$ cat config.mk
export PLATFORM = sky130hd
export DESIGN_NAME = fc_wsync_fsm
export DESIGN_NICKNAME = d
export VERILOG_FILES = /design/src/rtl/fc_wsync_pkg.sv /design/src/rtl/fc_word_class.sv /design/src/rtl/fc_credit_ctr.sv /design/src/rtl/fc_sync_core.sv /design/src/rtl/fc_wsync_fsm.sv
export SDC_FILE = /design/constraint.sdc
export NUM_CORES = 1
export LEC_CHECK = 0
export CAP_MARGIN = 0
export CORE_AREA = 2 2 39 41
export CTS_CLUSTER_DIAMETER = 100
export DETAILED_ROUTE_END_ITERATION = 8
export DIE_AREA = 0 0 41 43
export GPL_ROUTABILITY_DRIVEN = 0
export HOLD_SLACK_MARGIN = 0.1
export PLACE_DENSITY = 0.53
export SYNTH_ARGS = -nofsm -noshare
export SYNTH_HDL_FRONTEND = slang
export SYNTH_SLANG_ARGS = --single-unit
$ cat constraint.sdc
create_clock -name clk -period 3.5 [get_ports clk]
set_clock_uncertainty 0.1 [all_clocks]
set_input_delay 0.7 -clock clk [delete_from_list [all_inputs] [get_ports clk]]
set_output_delay 0.7 -clock clk [all_outputs]
set_load 0.02 [all_outputs]
$ cat src/rtl/fc_wsync_pkg.sv
package fc_wsync_pkg;
  localparam int STATE_W = 3;

  typedef enum logic [STATE_W-1:0] {
    ST_LOS  = 3'd0,
    ST_ACQ1 = 3'd1,
    ST_ACQ2 = 3'd2,
    ST_SYNC = 3'd3,
    ST_ERR1 = 3'd4,
    ST_ERR2 = 3'd5,
    ST_ERR3 = 3'd6
  } wsync_state_e;

  function automatic logic is_synced(input wsync_state_e s);
    return (s == ST_SYNC) || (s == ST_ERR1) || (s == ST_ERR2) || (s == ST_ERR3);
  endfunction

  function automatic logic is_err(input wsync_state_e s);
    return (s == ST_ERR1) || (s == ST_ERR2) || (s == ST_ERR3);
  endfunction
endpackage

$ cat src/rtl/fc_word_class.sv
// Classifies one strobed word into bad / clean ordered set / good.
module fc_word_class (
  input  logic word_vld,
  input  logic first_comma,
  input  logic code_viol,
  input  logic mis_comma,
  output logic step_bad,
  output logic step_os,
  output logic step_good
);
  logic bad;

  always_comb begin
    bad       = code_viol | mis_comma;
    step_bad  = word_vld & bad;
    step_good = word_vld & ~bad;
    step_os   = word_vld & ~bad & first_comma;
  end
endmodule

$ cat src/rtl/fc_credit_ctr.sv
// Counts consecutive good words inside an error level and emits a credit.
module fc_credit_ctr #(
  parameter int PAIR_LEN = 2
) (
  input  logic clk,
  input  logic rst,
  input  logic enable,
  input  logic in_err,
  input  logic step_good,
  input  logic step_bad,
  output logic credit
);
  localparam int CW = (PAIR_LEN > 1) ? $clog2(PAIR_LEN) : 1;
  localparam logic [CW-1:0] LAST = CW'(PAIR_LEN - 1);

  logic [CW-1:0] cnt;

  always_comb credit = in_err & step_good & (cnt == LAST);

  always_ff @(posedge clk) begin
    if (rst || !enable) begin
      cnt <= '0;
    end else if (!in_err || step_bad) begin
      cnt <= '0;
    end else if (step_good) begin
      if (credit) cnt <= '0;
      else        cnt <= cnt + 1'b1;
    end
  end
endmodule

$ cat src/rtl/fc_sync_core.sv
// State register and transition logic for the synchronization tracker.
module fc_sync_core
  import fc_wsync_pkg::*;
(
  input  logic         clk,
  input  logic         rst,
  input  logic         enable,
  input  logic         step_bad,
  input  logic         step_os,
  input  logic         credit,
  output wsync_state_e state,
  output logic         sync_q
);
  wsync_state_e nxt;

  always_comb begin
    nxt = state;
    unique case (state)
      ST_LOS:  if (step_os) nxt = ST_ACQ1;
      ST_ACQ1: if (step_bad) nxt = ST_LOS;  else if (step_os) nxt = ST_ACQ2;
      ST_ACQ2: if (step_bad) nxt = ST_LOS;  else if (step_os) nxt = ST_SYNC;
      ST_SYNC: if (step_bad) nxt = ST_ERR1;
      ST_ERR1: if (step_bad) nxt = ST_ERR2; else if (credit) nxt = ST_SYNC;
      ST_ERR2: if (step_bad) nxt = ST_ERR3; else if (credit) nxt = ST_ERR1;
      ST_ERR3: if (step_bad) nxt = ST_LOS;  else if (credit) nxt = ST_ERR2;
      default: nxt = ST_LOS;
    endcase
  end

  always_ff @(posedge clk) begin
    if (rst || !enable) begin
      state  <= ST_LOS;
      sync_q <= 1'b0;
    end else begin
      state  <= nxt;
      sync_q <= is_synced(nxt);
    end
  end
endmodule

$ cat src/rtl/fc_wsync_fsm.sv
module fc_wsync_fsm
  import fc_wsync_pkg::*;
#(
  parameter int PAIR_LEN = 2
) (
  input  logic               clk,
  input  logic               rst,
  input  logic               enable,
  input  logic               word_vld,
  input  logic               first_comma,
  input  logic               code_viol,
  input  logic               mis_comma,
  output logic               word_sync,
  output logic [STATE_W-1:0] state_code
);
  logic         step_bad, step_os, step_good, credit;
  wsync_state_e state;
  logic         sync_q;

  fc_word_class u_class (
    .word_vld    (word_vld),
    .first_comma (first_comma),
    .code_viol   (code_viol),
    .mis_comma   (mis_comma),
    .step_bad    (step_bad),
    .step_os     (step_os),
    .step_good   (step_good)
  );

  fc_credit_ctr #(.PAIR_LEN(PAIR_LEN)) u_credit (
    .clk       (clk),
    .rst       (rst),
    .enable    (enable),
    .in_err    (is_err(state)),
    .step_good (step_good),
    .step_bad  (step_bad),
    .credit    (credit)
  );

  fc_sync_core u_core (
    .clk      (clk),
    .rst      (rst),
    .enable   (enable),
    .step_bad (step_bad),
    .step_os  (step_os),
    .credit   (credit),
    .state    (state),
    .sync_q   (sync_q)
  );

  assign word_sync  = sync_q;
  assign state_code = state;
endmodule

**Yosys cells after proc, flatten, opt, wreduce, memory -nomap -nowiden**

Cells that the tools add are included.

- Add/subtract/negate cells: 1
- Eq/ne operators: 10
- Muxes and demuxes: 14
- Bitwise gates (word level): 7
- Reduce and logical (&&, ||, !) cells: 11

Operator list:

| operator | count |
|---|---|
| 3-bit two-way mux | 12 |
| 3-bit case mux with 7 select lines | 1 |
| 3-bit equality test (second input constant) | 6 |
| 3-bit by 2-bit equality test with 1-bit output (second input constant) | 3 |
| 1-bit logical OR | 7 |
| 1-bit bitwise AND | 5 |
| 3-bit by 1-bit equality test with 1-bit output (second input constant) | 1 |
| 3-bit logical NOT | 1 |
| 1-bit logical NOT | 2 |
| 2-bit OR reduction | 1 |
| 1-bit adder (second input constant) | 1 |
| 1-bit two-way mux | 1 |
| 1-bit NOT | 1 |
| 1-bit bitwise OR | 1 |

- Register bits: 5
- Input bits: 7
- Output and inout bits: 4

**Depth between registers and ports, before layout**

- Word-level depth: 12
- Depth in mapped cells: 5
- Gate-level depth less buffers: 4

**By module**

From an unflattened synthesis, not the netlist that was laid out.

- Cells, all modules: 45
- Area, all modules: 392.9 µm²

Modules (own cells, without submodules):

| module | times used | cells each | area each (µm²) | sequential area each (µm²) |
|---|---|---|---|---|
| fc_sync_core | 1 | 36 | 304.0 | 80.1 |
| fc_credit_ctr | 1 | 5 | 50.0 | 20.0 |
| fc_word_class | 1 | 3 | 27.5 | 0.0 |
| fc_wsync_fsm | 1 | 1 | 11.3 | 0.0 |

**Worst setup path before layout**

OpenSTA, ideal clock, no wires.

- Kind: input to register
- Start point: in mis_comma
- End point: reg u_core.state[2]
- Data arrival time: 1.535 ns
- Slack: 1.745 ns
- Stages: 4
- Path through: or4b_4 -> o21ai_1 -> a221o_1 -> a21oi_1

- Longest elaborated chain between the ends: 8

Ends and longest elaborated chain:

| element | line | RTL |
|---|---|---|
| start: declaration | fc_wsync_fsm.sv:12 | `input logic mis_comma,` |
| 1-bit bitwise OR * | fc_word_class.sv:14 | `bad = code_viol \| mis_comma;` |
| 1-bit NOT | fc_word_class.sv:16, fc_word_class.sv:17 |  |
| 1-bit bitwise AND | fc_word_class.sv:16, fc_word_class.sv:17 |  |
| 1-bit bitwise AND (2 in series) | fc_credit_ctr.sv:18 | `always_comb credit = in_err & step_good & (cnt == LAST);` |
| 3-bit two-way mux, on equally long branches (2 in series) | fc_sync_core.sv:25, fc_sync_core.sv:23, fc_sync_core.sv:24 |  |
| 3-bit case mux with 7 select lines * | fc_sync_core.sv:18 | `unique case (state)` |
| end signal: assignment | fc_sync_core.sv:35 | `state <= nxt;` |
| end: declaration | fc_sync_core.sv:11 | `output wsync_state_e state,` |

Every way passes the cells marked *; elsewhere a longest branch is shown, timed or not.
A chain may end at the register's enable or synchronous reset.

**Worst setup path in the final report**

- Start point: reg u_core.state[1]
- End point: out state_code[1]

RTL lines:

| element | line | RTL |
|---|---|---|
| end: declaration | fc_wsync_fsm.sv:14 | `output logic [STATE_W-1:0] state_code` |

No word-level cell between the ends.

==> qor.yml <==
syn_area_um2: 358
drive_gt1_frac: 0.123
htreeDepth: 1
critPathBufInv: 1
clock_path_buffers: 2
numClockSinks: 5
cp_top_family: "buffers and inverters"
clkPwrFrac: 0.459
yosys_warnings: 0
p_comb_frac: 0.138
multi_input_area_um2: 224
reg2reg_setup_slack_ns: 2.00
cts-root-buf: "clkbuf_4"
post-place-ws_ns: 1.17
power_per_cell_area_nw_per_um2: 301
slew_headroom: 0.716
firstDrtPassIters: 6
place_area_um2: 455
start_kind: "flip-flop"
cts_inserted_buffers: 3
synthSimpleGateAreaFrac: 0.220
wl_per_cell_um: 11.5
avgSynthCellArea_um2: 7.78
vias_per_cell: 5.27
start_util: 0.259
core_area_um2: 1380
grt_use_total: 0.115
period_minus_slack_ns: 2.30
cts_tree: "done"
grt_pass1_vias: 325
seq_area_um2: 100
crit_chain: "clkdlybuf4s50_1"
hp-class: "reg -> reg"
ys_seq_area_frac: 0.280
power.internal_uw: 111
final_max_slew_viol_count: 0
synth_top_family_by_area: "compound AO/OA/AOI/OAI gates"
clk_pin_slew_ns: 0.04
grt_max_degree: 14
fin_crit_sh: 0.657
filler_cell_count: 161
antenna_cells: 0
switching_share: 0.232
slowest_delay_ns: 0.69
detail-route-antenna-nets: 0
synthCells: 46
cp_slowest_cell: "clkdlybuf4s50_1"
vias: 385
ir_drop_uv: 134
drt_iter0_drc: 7
fmax_mhz: 435
syn_to_final_growth_pct: 34.6
stdcell_count: 73
routed_wl_um: 839
seqPwrFrac: 0.404
grt_overflow_total: 0
die_area_um2: 1760
finalSetupTns_ns: 0
final_nets: 65
p_sw_uw: 33.6
num_io_pins: 11
port_buffers: 10
worstMarginPinSlew_ns: 0.426
synth_compound_area_frac: 0.346
crit_type: "reg -> out"
synth.area.mux_share: 0.0594
critPathArrivalTime_ns: 1.50
synth_seq_cells: 5
crit_fanout: 13
p_leak_nw: 0.143
cts_resized: 0
place_hpwl_um: 611
die_height_um: 43
hold_ws_ns: 0.458
syn_nets: 53
drc_errors: 0
clk_latency_ns: 0.24
hold_viol_final: 0
status: "finished, final reports clean"
rsz0062_at_grt: "no"
total_power_uw: 145
dp.cells: 69
finalCoreUtilization: 0.348
die_width_um: 41
rows: 14
fin_ws_ns: 1.20
maxCapViolCount: 0
critPathCaptureType: "output pin"
required_ns: 2.70
final_area_um2: 482
ys_types: 27
synthAdderAreaFrac: 0
antenna_found_initial: 0
grt_pass1_wl_um: 1410
cts_setup_buffers: 0
hold_buffers: 0
synth-xor-area-share: 0
finalSetupViolations: 0
cells in the final DEF (no fill, tap or decap), drive strengths merged:
master / n
a211oi: 1
a21boi: 1
a21oi: 4
a221o: 1
a311oi: 1
a31o: 1
a31oi: 1
a32oi: 1
clkbuf: 4
clkdlybuf4s50: 10
dfxtp: 5
inv: 3
mux2: 1
mux2i: 1
nand2: 5
nand2b: 1
nand3: 1
nand4: 1
nor2: 3
nor2b: 1
nor3: 1
o21a: 1
o21ai: 4
o22ai: 1
o31ai: 1
or3: 1
or4b: 1
cell type report:
type / count / share of cell area
Timing Repair Buffer: 10 / 0.208
Multi-Input combinational cell: 35 / 0.465
Clock buffer: 4 / 0.0545
Sequential cell: 5 / 0.208
Inverter: 3 / 0.0234
Tap cell: 16 / 0.0416
power groups by stage:
stage / clock, mW / combinational [mW] / sequential [mW]
final: 0.0665 / 0.0200 / 0.0585
after global routing: 0.0732 / 0.0223 / 0.0585
after CTS: 0.0687 / 0.0200 / 0.0585
after detailed placement: 0 / 0.0199 / 0.0595
after global placement: 0 / 0.0199 / 0.0595
after floorplan: 0 / 0.0104 / 0.0591
sequential cells by signal, indices dropped and copies added (netlist names):
| register | count |
|---|---|
| u_core.sync_q | 1 |
| u_core.state | 3 |
| u_credit.cnt | 1 |
Yosys cell counts, drive strengths merged:
master,number,area share
o21ai,4,0.056
a221o,1,0.028
o22ai,1,0.017
mux2,1,0.031
nor3,1,0.014
or4b,1,0.038
a311oi,1,0.024
nand4,1,0.017
a31oi,1,0.017
a31o,1,0.024
a32oi,1,0.024
nand2b,1,0.017
nand2,5,0.052
a21boi,1,0.021
nand3,1,0.014
nor2b,1,0.017
inv,3,0.031
nor2,3,0.031
buf,3,0.063
dfxtp,5,0.28
a21oi,4,0.056
o31ai,1,0.021
mux2i,1,0.028
a211oi,1,0.035
or3,1,0.017
o21a,1,0.021
logic make-up after synthesis:
| logic type | after synthesis |
|---|---|
| AO/OA/AOI/OAI | 18 |
| buffers and inverters | 6 |
| flip-flops | 5 |
| multiplexers | 2 |
| AND/OR/NAND/NOR | 15 |
worst paths after layout:
check | from | to | depth (start not counted)
hold reg to reg | u_core.state[2] | u_core.sync_q | 2
setup / recovery | u_core.state[1] | state_code[1] | 1
setup reg to reg | u_core.state[0] | u_core.state[2] | 4
hold / removal | u_core.state[2] | u_core.sync_q | 2
layer usage:
layer	GRT usage	wire (um)
met5	0	0
met1	0.174	395
met3	0.0524	63
met2	0.138	366
met4	0.0400	13
No activity file was read; power rests on OpenSTA's default activity.
